<file path="config.mk">
export PLATFORM = sky130hd
export DESIGN_NAME = banked_regfile
export DESIGN_NICKNAME = d
export VERILOG_FILES = /design/src/rtl/bankrf_pkg.sv /design/src/rtl/bankrf_mapper.sv /design/src/rtl/bankrf_store.sv /design/src/rtl/bankrf_status.sv /design/src/rtl/banked_regfile.sv
export SDC_FILE = /design/constraint.sdc
export NUM_CORES = 2
export LEC_CHECK = 0
export CORE_MARGIN = 10
export CORE_UTILIZATION = 55
export CTS_CLUSTER_SIZE = 40
export DETAILED_ROUTE_END_ITERATION = 10
export DONT_BUFFER_PORTS = 1
export PLACE_DENSITY_LB_ADDON = 0.1
export SYNTH_ARGS = -nofsm -noshare
export SYNTH_HDL_FRONTEND = slang
export SYNTH_SLANG_ARGS = --single-unit
</file>
<file path="constraint.sdc">
create_clock -name clk -period 7.7 [get_ports clk]
set_clock_uncertainty 0.1 [all_clocks]
set_input_delay 0.77 -clock clk [delete_from_list [all_inputs] [get_ports clk]]
set_output_delay 0.77 -clock clk [all_outputs]
set_load 0.005 [all_outputs]
</file>
<file path="src/rtl/bankrf_pkg.sv">
// Package: shared mode codes, status bit positions and mode-decoding
// helpers for the banked register file.
// Assumes a fixed 32-bit status word and seven architectural modes.
package bankrf_pkg;

    localparam int PSR_W      = 32;
    localparam int MODE_W     = 5;
    localparam int FLAG_LSB   = 28;
    localparam int IMASK_BIT  = 7;
    localparam int FMASK_BIT  = 6;
    localparam int STATE_BIT  = 5;
    localparam int NUM_SAVED  = 5;
    localparam int SAVED_IW   = 3;

    typedef enum logic [MODE_W-1:0] {
        MODE_USR = 5'h10,
        MODE_FIQ = 5'h11,
        MODE_IRQ = 5'h12,
        MODE_SVC = 5'h13,
        MODE_ABT = 5'h17,
        MODE_UND = 5'h1B,
        MODE_SYS = 5'h1F
    } mode_e;

    // True for any of the seven defined mode codes.
    function automatic logic mode_legal(input logic [MODE_W-1:0] m);
        return (m == MODE_USR) || (m == MODE_SYS) || (m == MODE_FIQ) ||
               (m == MODE_IRQ) || (m == MODE_SVC) || (m == MODE_ABT) ||
               (m == MODE_UND);
    endfunction

    // True for modes that own a saved-status register.
    function automatic logic is_exc_mode(input logic [MODE_W-1:0] m);
        return (m == MODE_FIQ) || (m == MODE_IRQ) || (m == MODE_SVC) ||
               (m == MODE_ABT) || (m == MODE_UND);
    endfunction

    // Slot of the saved-status register owned by an exception mode.
    function automatic logic [SAVED_IW-1:0] saved_slot(input logic [MODE_W-1:0] m);
        case (m)
            MODE_FIQ: return 3'd0;
            MODE_IRQ: return 3'd1;
            MODE_SVC: return 3'd2;
            MODE_ABT: return 3'd3;
            MODE_UND: return 3'd4;
            default:  return 3'd0;
        endcase
    endfunction

    // Bank of the stack/link pair: user and system share bank 0.
    function automatic int sl_bank(input logic [MODE_W-1:0] m);
        case (m)
            MODE_FIQ: return 1;
            MODE_IRQ: return 2;
            MODE_SVC: return 3;
            MODE_ABT: return 4;
            MODE_UND: return 5;
            default:  return 0;
        endcase
    endfunction

endpackage

</file>
<file path="src/rtl/bankrf_mapper.sv">
// Module: maps an architectural register index plus the current mode to a
// physical storage slot. Purely combinational.
// Layout: 0..7 common, 8..12 shared high, 13..17 fast-interrupt high,
// 18..29 stack/link pairs per bank, 30 program counter.
module bankrf_mapper
    import bankrf_pkg::*;
#(
    parameter int IDX_W  = 4,
    parameter int PHYS_W = 5
) (
    input  logic [IDX_W-1:0]  idx_i,
    input  logic [MODE_W-1:0] mode_i,
    output logic [PHYS_W-1:0] phys_o
);
    localparam int LOW_LAST    = 7;
    localparam int HIGH_FIRST  = 8;
    localparam int HIGH_LAST   = 12;
    localparam int FIQ_BASE    = 13;
    localparam int SL_FIRST    = 13;
    localparam int SL_BASE     = 18;
    localparam int PC_IDX      = 15;
    localparam int PC_SLOT     = 30;

    int slot;

    // Select the physical slot for this index in this mode.
    always_comb begin
        slot = 0;
        if (int'(idx_i) <= LOW_LAST) begin
            slot = int'(idx_i);
        end else if (int'(idx_i) == PC_IDX) begin
            slot = PC_SLOT;
        end else if (int'(idx_i) <= HIGH_LAST) begin
            if (mode_i == MODE_FIQ)
                slot = FIQ_BASE + int'(idx_i) - HIGH_FIRST;
            else
                slot = int'(idx_i);
        end else begin
            slot = SL_BASE + 2 * sl_bank(mode_i) + int'(idx_i) - SL_FIRST;
        end
        phys_o = slot[PHYS_W-1:0];
    end

endmodule

</file>
<file path="src/rtl/bankrf_store.sv">
// Module: flat physical register storage with one write port and NUM_RD
// combinational read ports. Slots reset to zero.
// Assumes write and read addresses are already physical slots.
module bankrf_store #(
    parameter int DATA_W   = 32,
    parameter int NUM_RD   = 2,
    parameter int NUM_PHYS = 31,
    parameter int PHYS_W   = 5
) (
    input  logic                       clk,
    input  logic                       rst_n,
    input  logic                       we_i,
    input  logic [PHYS_W-1:0]          wa_i,
    input  logic [DATA_W-1:0]          wd_i,
    input  logic [NUM_RD*PHYS_W-1:0]   ra_i,
    output logic [NUM_RD*DATA_W-1:0]   rd_o
);
    logic [DATA_W-1:0] slot_q [NUM_PHYS];

    // Storage update: clear on reset, else write the addressed slot.
    always_ff @(posedge clk) begin
        if (!rst_n) begin
            for (int s = 0; s < NUM_PHYS; s++) slot_q[s] <= '0;
        end else if (we_i) begin
            slot_q[wa_i] <= wd_i;
        end
    end

    genvar p;
    generate
        for (p = 0; p < NUM_RD; p++) begin : g_rd
            logic [PHYS_W-1:0] addr;
            assign addr = ra_i[p*PHYS_W +: PHYS_W];
            // Read mux for one port; out-of-range slots read zero.
            always_comb begin
                if (int'(addr) < NUM_PHYS)
                    rd_o[p*DATA_W +: DATA_W] = slot_q[addr];
                else
                    rd_o[p*DATA_W +: DATA_W] = '0;
            end
        end
    endgenerate

endmodule

</file>
<file path="src/rtl/bankrf_status.sv">
// Module: current status word, per-exception-mode saved status, exception
// entry, software status writes and state-bit control.
// Assumes an accepted exception entry overrides any status write or
// branch-exchange presented in the same cycle.
module bankrf_status
    import bankrf_pkg::*;
(
    input  logic              clk,
    input  logic              rst_n,
    input  logic              flags_we_i,
    input  logic              ctrl_we_i,
    input  logic [PSR_W-1:0]  wdata_i,
    input  logic              exc_req_i,
    input  logic [MODE_W-1:0] exc_mode_i,
    input  logic              bx_en_i,
    input  logic              bx_state_i,
    output logic [PSR_W-1:0]  cpsr_o,
    output logic [PSR_W-1:0]  spsr_o,
    output logic [MODE_W-1:0] mode_o
);
    localparam int FLAG_W = PSR_W - FLAG_LSB;
    localparam int RSV_W  = FLAG_LSB - IMASK_BIT - 1;

    logic [FLAG_W-1:0] flags_q;
    logic              imask_q;
    logic              fmask_q;
    logic              state_q;
    logic [MODE_W-1:0] mode_q;
    logic [PSR_W-1:0]  saved_q [NUM_SAVED];
    logic              exc_take;
    logic              privileged;
    logic              unused_wdata;

    assign exc_take   = exc_req_i && is_exc_mode(exc_mode_i);
    assign privileged = (mode_q != MODE_USR);
    assign cpsr_o     = {flags_q, {RSV_W{1'b0}}, imask_q, fmask_q, state_q, mode_q};
    assign mode_o     = mode_q;
    assign unused_wdata = ^{wdata_i[FLAG_LSB-1:IMASK_BIT+1], wdata_i[STATE_BIT]};

    // Current status update: reset, exception entry, else software writes.
    always_ff @(posedge clk) begin
        if (!rst_n) begin
            flags_q <= '0;
            imask_q <= 1'b1;
            fmask_q <= 1'b1;
            state_q <= 1'b0;
            mode_q  <= MODE_SVC;
        end else if (exc_take) begin
            mode_q  <= exc_mode_i;
            imask_q <= 1'b1;
            if (exc_mode_i == MODE_FIQ) fmask_q <= 1'b1;
        end else begin
            if (flags_we_i) flags_q <= wdata_i[PSR_W-1:FLAG_LSB];
            if (ctrl_we_i && privileged) begin
                imask_q <= wdata_i[IMASK_BIT];
                fmask_q <= wdata_i[FMASK_BIT];
                if (mode_legal(wdata_i[MODE_W-1:0])) mode_q <= wdata_i[MODE_W-1:0];
            end
            if (bx_en_i) state_q <= bx_state_i;
        end
    end

    // Saved status: capture the old status word into the target's slot.
    always_ff @(posedge clk) begin
        if (!rst_n) begin
            for (int s = 0; s < NUM_SAVED; s++) saved_q[s] <= '0;
        end else if (exc_take) begin
            saved_q[saved_slot(exc_mode_i)] <= cpsr_o;
        end
    end

    // Saved-status view for the current mode; zero where none exists.
    always_comb begin
        if (is_exc_mode(mode_q)) spsr_o = saved_q[saved_slot(mode_q)];
        else                     spsr_o = '0;
    end

endmodule

</file>
<file path="src/rtl/banked_regfile.sv">
// Module: top of the banked register file. Maps every access through the
// current mode, stores the registers and keeps the status words.
// Assumes register writes use the mode current at the clock edge.
module banked_regfile
    import bankrf_pkg::*;
#(
    parameter int DATA_W = 32,
    parameter int NUM_RD = 2
) (
    input  logic                      clk,
    input  logic                      rst_n,
    input  logic [NUM_RD*4-1:0]       rd_idx_i,
    output logic [NUM_RD*DATA_W-1:0]  rd_data_o,
    input  logic                      wr_en_i,
    input  logic [3:0]                wr_idx_i,
    input  logic [DATA_W-1:0]         wr_data_i,
    input  logic                      psr_wr_flags_i,
    input  logic                      psr_wr_ctrl_i,
    input  logic [31:0]               psr_wr_data_i,
    input  logic                      exc_req_i,
    input  logic [4:0]                exc_mode_i,
    input  logic                      bx_en_i,
    input  logic                      bx_state_i,
    output logic [31:0]               cpsr_o,
    output logic [31:0]               spsr_o
);
    localparam int IDX_W    = 4;
    localparam int NUM_PHYS = 31;
    localparam int PHYS_W   = $clog2(NUM_PHYS);

    logic [MODE_W-1:0]        cur_mode;
    logic [PHYS_W-1:0]        wr_phys;
    logic [NUM_RD*PHYS_W-1:0] rd_phys;

    bankrf_status u_status (
        .clk        (clk),
        .rst_n      (rst_n),
        .flags_we_i (psr_wr_flags_i),
        .ctrl_we_i  (psr_wr_ctrl_i),
        .wdata_i    (psr_wr_data_i),
        .exc_req_i  (exc_req_i),
        .exc_mode_i (exc_mode_i),
        .bx_en_i    (bx_en_i),
        .bx_state_i (bx_state_i),
        .cpsr_o     (cpsr_o),
        .spsr_o     (spsr_o),
        .mode_o     (cur_mode)
    );

    bankrf_mapper #(.IDX_W(IDX_W), .PHYS_W(PHYS_W)) u_wr_map (
        .idx_i  (wr_idx_i),
        .mode_i (cur_mode),
        .phys_o (wr_phys)
    );

    genvar p;
    generate
        for (p = 0; p < NUM_RD; p++) begin : g_rd_map
            bankrf_mapper #(.IDX_W(IDX_W), .PHYS_W(PHYS_W)) u_map (
                .idx_i  (rd_idx_i[p*IDX_W +: IDX_W]),
                .mode_i (cur_mode),
                .phys_o (rd_phys[p*PHYS_W +: PHYS_W])
            );
        end
    endgenerate

    bankrf_store #(
        .DATA_W   (DATA_W),
        .NUM_RD   (NUM_RD),
        .NUM_PHYS (NUM_PHYS),
        .PHYS_W   (PHYS_W)
    ) u_store (
        .clk   (clk),
        .rst_n (rst_n),
        .we_i  (wr_en_i),
        .wa_i  (wr_phys),
        .wd_i  (wr_data_i),
        .ra_i  (rd_phys),
        .rd_o  (rd_data_o)
    );

endmodule

</file>
==> out/qor.json <==
{
  "dpl.cell_count": {"value": 7347},
  "final_area": {"value": 0.06638, "unit": "sq mm"},
  "crit-reg2reg-capture": {"value": "u_store.slot_q[22][24]"},
  "r2r_start": {"value": "u_status.mode_o[0]"},
  "yosys_warnings": {"value": 0},
  "avgViaCountPerCell": {"value": 6.719},
  "drt_first_iter_violations": {"value": 8149},
  "maximum_vdd_drop": {"value": 0.1751, "unit": "mV"},
  "dr_total_vias": {"value": 50893},
  "initial_antenna_violation_count": {"value": 14},
  "netlist-cell-type-count": {"value": 82},
  "vias_in_the_first_global_route": {"value": 47661},
  "setup_tns": {"value": 0, "unit": "ps"},
  "worst-endpoint-required": {"value": 6830, "unit": "ps"},
  "gp_congestion": {"value": 0.9545},
  "outcome": {"value": "complete, no violations"},
  "clock-root-buffer": {"value": "sky130_fd_sc_hd__clkbuf_16"},
  "portBuffers": {"value": 0},
  "final_nets": {"value": 6100},
  "height_of_the_die": {"value": 353.4, "unit": "um"},
  "global_route.usage.total": {"value": 34.86, "unit": "%"},
  "starting_utilization_of_the_core_area": {"value": 55.32, "unit": "%"},
  "dominantRegCellSynth": {"value": "sky130_fd_sc_hd__edfxtp_1"},
  "finalPower": {"value": 15.57, "unit": "mW"},
  "worst-setup-path-type": {"value": "flop to output pin"},
  "slew_violations": {"value": 0},
  "finalSetupViolations": {"value": 0},
  "wirelength": {"value": 229200, "unit": "um"},
  "crit_fanout": {"value": 25},
  "power-per-cell-area": {"value": 234.5, "unit": "mW/mm^2"},
  "reg2regPathDepth": {"value": 15},
  "max-slew-margin-rel": {"value": 14.16, "unit": "%"},
  "drc": {"value": 0},
  "grt-ovfl-total": {"value": 0},
  "seq_area_frac_synth": {"value": 53.63, "unit": "%"},
  "final_min_period_over_clock_period": {"value": 97.92, "unit": "%"},
  "critPathCaptureType": {"value": "output pin"},
  "worst_ep_arrival_time": {"value": 6670, "unit": "ps"},
  "tightest_slew": {"value": 1283, "unit": "ps"},
  "core_area": {"value": 0.1105, "unit": "sq mm"},
  "max_cap_viol_count": {"value": 0},
  "chipWidth": {"value": 353.4, "unit": "um"},
  "cts.path.max_buffers": {"value": 3},
  "clkTransAtPathRegs": {"value": 60, "unit": "ps"},
  "post_synth.cell_area_avg": {"value": 9.669, "unit": "sq um"},
  "final_core_utilization": {"value": 60.06, "unit": "%"},
  "cts_tree": {"value": "done"},
  "nature_of_the_critical_path_startpoint": {"value": "flop"},
  "dieArea": {"value": 0.1249, "unit": "sq mm"},
  "min_to": {"value": "u_store.slot_q[31][14]"},
  "synthesis.instances": {"value": 6323},
  "worstHoldPathType": {"value": "input pin to flop"},
  "timing.hold.worst_path_depth": {"value": 0},
  "tritoncts.num_buffers": {"value": 120},
  "final_cell_count_no_fill": {"value": 7575},
  "area_growth_syn_to_layout": {"value": 8.573, "unit": "%"},
  "number_of_enable_flip_flop_cells_after_synthesis": {"value": 1084},
  "leakagePower": {"value": 24.37, "unit": "nW"},
  "finalHoldWorstSlack": {"value": 27.41, "unit": "ps"},
  "rsz_0062_raised_after_global_routing": {"value": "false"},
  "final_hold_viol_count": {"value": 0},
  "rows": {"value": 122},
  "pin_count_of_the_biggest_net_entering_global_routing": {"value": 164},
  "dpl_cell_area": {"value": 0.06242, "unit": "sq mm"},
  "hpwlAfterDp": {"value": 129700, "unit": "um"},
  "detailedRoute.firstPassIterationCount": {"value": 7},
  "worstSkewPairLatency": {"value": 740, "unit": "ps"},
  "worst_hold_start": {"value": "wr_data_i[14]"},
  "routed_wire_length_per_instance": {"value": 30.25, "unit": "um"},
  "global_route_wire_length_before_repair": {"value": 324100, "unit": "um"},
  "dp_worst_setup_slack": {"value": 1052, "unit": "ps"},
  "timing.fmax": {"value": 132.6, "unit": "MHz"},
  "synth_seq_cells": {"value": 1096},
  "ff2ff_setup_slack": {"value": 1170, "unit": "ps"},
  "setup_ws": {"value": 160.5, "unit": "ps"},
  "cts_post_setup_buffers_inserted": {"value": 0},
  "drive_gt1_share": {"value": 7.329, "unit": "%"},
  "io_pins": {"value": 217},
  "fin_crit": {"value": 7540, "unit": "ps"},
  "drt.antenna.violating_nets": {"value": 0},
  "synth_area": {"value": 0.06114, "unit": "sq mm"},
  "h-tree-depth": {"value": 3},
  "cts.sinks": {"value": 1096},
  "synthArstFlopShare": {"value": 0, "unit": "%"}
}
synth_stat cells, types with 6 or more instances:
master | count | area, sq um
sky130_fd_sc_hd__a221oi_1 | 63 | 551.8
sky130_fd_sc_hd__nor2b_1 | 18 | 112.6
sky130_fd_sc_hd__a211oi_1 | 201 | 1509
sky130_fd_sc_hd__nor2_1 | 50 | 187.7
sky130_fd_sc_hd__a31oi_1 | 129 | 807.0
sky130_fd_sc_hd__nand2b_1 | 32 | 200.2
sky130_fd_sc_hd__edfxtp_1 | 1084 | 32550
sky130_fd_sc_hd__nor4_1 | 6 | 37.54
sky130_fd_sc_hd__o21ai_0 | 25 | 125.1
sky130_fd_sc_hd__buf_4 | 65 | 488.0
sky130_fd_sc_hd__and3_1 | 41 | 256.5
sky130_fd_sc_hd__clkbuf_1 | 493 | 1851
sky130_fd_sc_hd__a2111oi_0 | 6 | 52.55
sky130_fd_sc_hd__and2_0 | 8 | 50.05
sky130_fd_sc_hd__nand3_1 | 11 | 55.05
sky130_fd_sc_hd__nand2_1 | 1377 | 5169
sky130_fd_sc_hd__inv_1 | 29 | 108.9
sky130_fd_sc_hd__a311oi_1 | 75 | 656.9
sky130_fd_sc_hd__and2_1 | 1152 | 7207
sky130_fd_sc_hd__xnor2_1 | 6 | 52.55
sky130_fd_sc_hd__buf_2 | 73 | 365.4
sky130_fd_sc_hd__o22ai_1 | 129 | 807.0
sky130_fd_sc_hd__nor3_1 | 6 | 30.03
sky130_fd_sc_hd__dfxtp_1 | 12 | 240.2
sky130_fd_sc_hd__or4_1 | 63 | 473.0
sky130_fd_sc_hd__mux2i_1 | 13 | 130.1
sky130_fd_sc_hd__nor4_2 | 13 | 162.7
sky130_fd_sc_hd__a21boi_0 | 64 | 480.5
sky130_fd_sc_hd__buf_1 | 40 | 150.1
sky130_fd_sc_hd__o21ai_1 | 6 | 30.03
sky130_fd_sc_hd__a22o_1 | 127 | 1112
sky130_fd_sc_hd__ha_1 | 24 | 300.3
sky130_fd_sc_hd__a21oi_1 | 788 | 3944
metal layers:
metal	vias to the layer above	part of all wire (%)	track usage [%]
met5	-	0.0087	0
met4	4	6.3	18.59
met3	733	15	11.46
met2	3882	42	50.80
met1	24522	36	45.96
li1	21752	-	-
logic make-up (layout without fill, tap and decap cells):
kind of cell / count (synthesis) / count (layout) / share of synthesized area (%)
and+or+nand+nor: 2814 / 2816 / 23.35
other: 1 / 42 / 0.006133
buffers and inverters: 704 / 425 / 4.907
adders and majority gates: 27 / 27 / 0.5894
muxes: 14 / 14 / 0.2312
AOI/OAI and AO/OA: 1660 / 1660 / 17.19
xor gates and xnor gates: 7 / 7 / 0.1003
DFF: 1096 / 1096 / 53.63
power breakdown:
group,total (mW),switching (mW),internal (mW)
Clock,5.81,2.45,3.36
Combinational,2.87,2.10,0.769
Sequential,6.89,0.118,6.77
what timing repair did:
action                     4_1_cts  5_1_grt
hold endpoints to repair         3        0
gates resized for setup          0        4
hold buffers                     1        0
setup endpoints to repair        0        5
cell usage in the layout (no fill, tap or decap), types with 7 or more instances in the layout:
master / Yosys / final
sky130_fd_sc_hd__nor2_1: 50 / 39
sky130_fd_sc_hd__nor2_4: 5 / 16
sky130_fd_sc_hd__a221oi_1: 63 / 62
sky130_fd_sc_hd__a311oi_1: 75 / 75
sky130_fd_sc_hd__conb_1: 1 / 40
sky130_fd_sc_hd__dfxtp_1: 12 / 11
sky130_fd_sc_hd__clkinv_2: 0 / 24
sky130_fd_sc_hd__o21ai_0: 25 / 13
sky130_fd_sc_hd__buf_4: 65 / 146
sky130_fd_sc_hd__a21boi_0: 64 / 64
sky130_fd_sc_hd__mux2i_1: 13 / 13
sky130_fd_sc_hd__or4_1: 63 / 63
sky130_fd_sc_hd__nand2b_2: 0 / 19
sky130_fd_sc_hd__ha_1: 24 / 24
sky130_fd_sc_hd__clkinv_1: 1 / 28
sky130_fd_sc_hd__o22ai_1: 129 / 128
sky130_fd_sc_hd__nor4_4: 1 / 14
sky130_fd_sc_hd__and2_0: 8 / 7
sky130_fd_sc_hd__o21ai_4: 0 / 12
sky130_fd_sc_hd__a31oi_1: 129 / 129
sky130_fd_sc_hd__nand2_1: 1377 / 1375
sky130_fd_sc_hd__and2_1: 1152 / 1151
sky130_fd_sc_hd__a21oi_1: 788 / 787
sky130_fd_sc_hd__edfxtp_1: 1084 / 1084
sky130_fd_sc_hd__a22o_1: 127 / 127
sky130_fd_sc_hd__nand3_1: 11 / 8
sky130_fd_sc_hd__inv_1: 29 / 29
sky130_fd_sc_hd__a211oi_1: 201 / 201
sky130_fd_sc_hd__and3_1: 41 / 37
sky130_fd_sc_hd__nand2b_1: 32 / 13
sky130_fd_sc_hd__clkbuf_1: 493 / 28
sky130_fd_sc_hd__buf_12: 0 / 25
sky130_fd_sc_hd__clkbuf_16: 0 / 124
sky130_fd_sc_hd__nor2b_1: 18 / 17
sky130_fd_sc_hd__bufinv_16: 0 / 13
flip-flops by register name (all words and copies together) (netlist names):
| register | cells |
|---|---|
| u_status.saved_q | 60 |
| u_status.imask_q | 1 |
| u_status.mode_o | 5 |
| u_status.flags_q | 4 |
| u_store.slot_q | 1024 |
| u_status.fmask_q | 1 |
| u_status.state_q | 1 |
worst max path at each step:
stage,from,endpoint,slack [ps],cells past startpoint
2_1_floorplan,u_status.mode_o[0],u_store.slot_q[31][0],610,16
3_3_place_gp,u_status.mode_o[1],rd_data_o[59],1120,14
3_5_place_dp,u_status.mode_o[1],rd_data_o[59],1050,14
4_1_cts,u_status.mode_o[1],rd_data_o[59],240,14
5_1_grt,u_status.mode_o[0],rd_data_o[52],120,13
6_report,u_status.mode_o[0],rd_data_o[56],160,16
final cells by class:
type                       instances  area (sq um)
antenna                            2         5.005
fill                            9106         44130
inverter                          30         112.6
multi-input combinational       4564         26090
tap                             1488          1862
timing repair buffer             172          1607
clock buffer                     152          3208
clock inverter                    71         705.7
sequential                      1096         32790
worst max-delay path: stages, from the launching register on:
cell	delay (ps)
sky130_fd_sc_hd__dfxtp_1	660
sky130_fd_sc_hd__nand2_1	220
sky130_fd_sc_hd__nor4bb_4	300
sky130_fd_sc_hd__buf_4	310
sky130_fd_sc_hd__a41o_1	240
sky130_fd_sc_hd__ha_1	270
sky130_fd_sc_hd__ha_1	320
sky130_fd_sc_hd__xnor2_1	140
sky130_fd_sc_hd__a211o_1	330
sky130_fd_sc_hd__o21a_2	400
sky130_fd_sc_hd__nand3_4	470
sky130_fd_sc_hd__buf_4	380
sky130_fd_sc_hd__buf_4	280
sky130_fd_sc_hd__a21oi_1	50
sky130_fd_sc_hd__or4_1	510
sky130_fd_sc_hd__a221oi_1	720
sky130_fd_sc_hd__o22ai_1	290
Power figures use the tool's default switching activity.
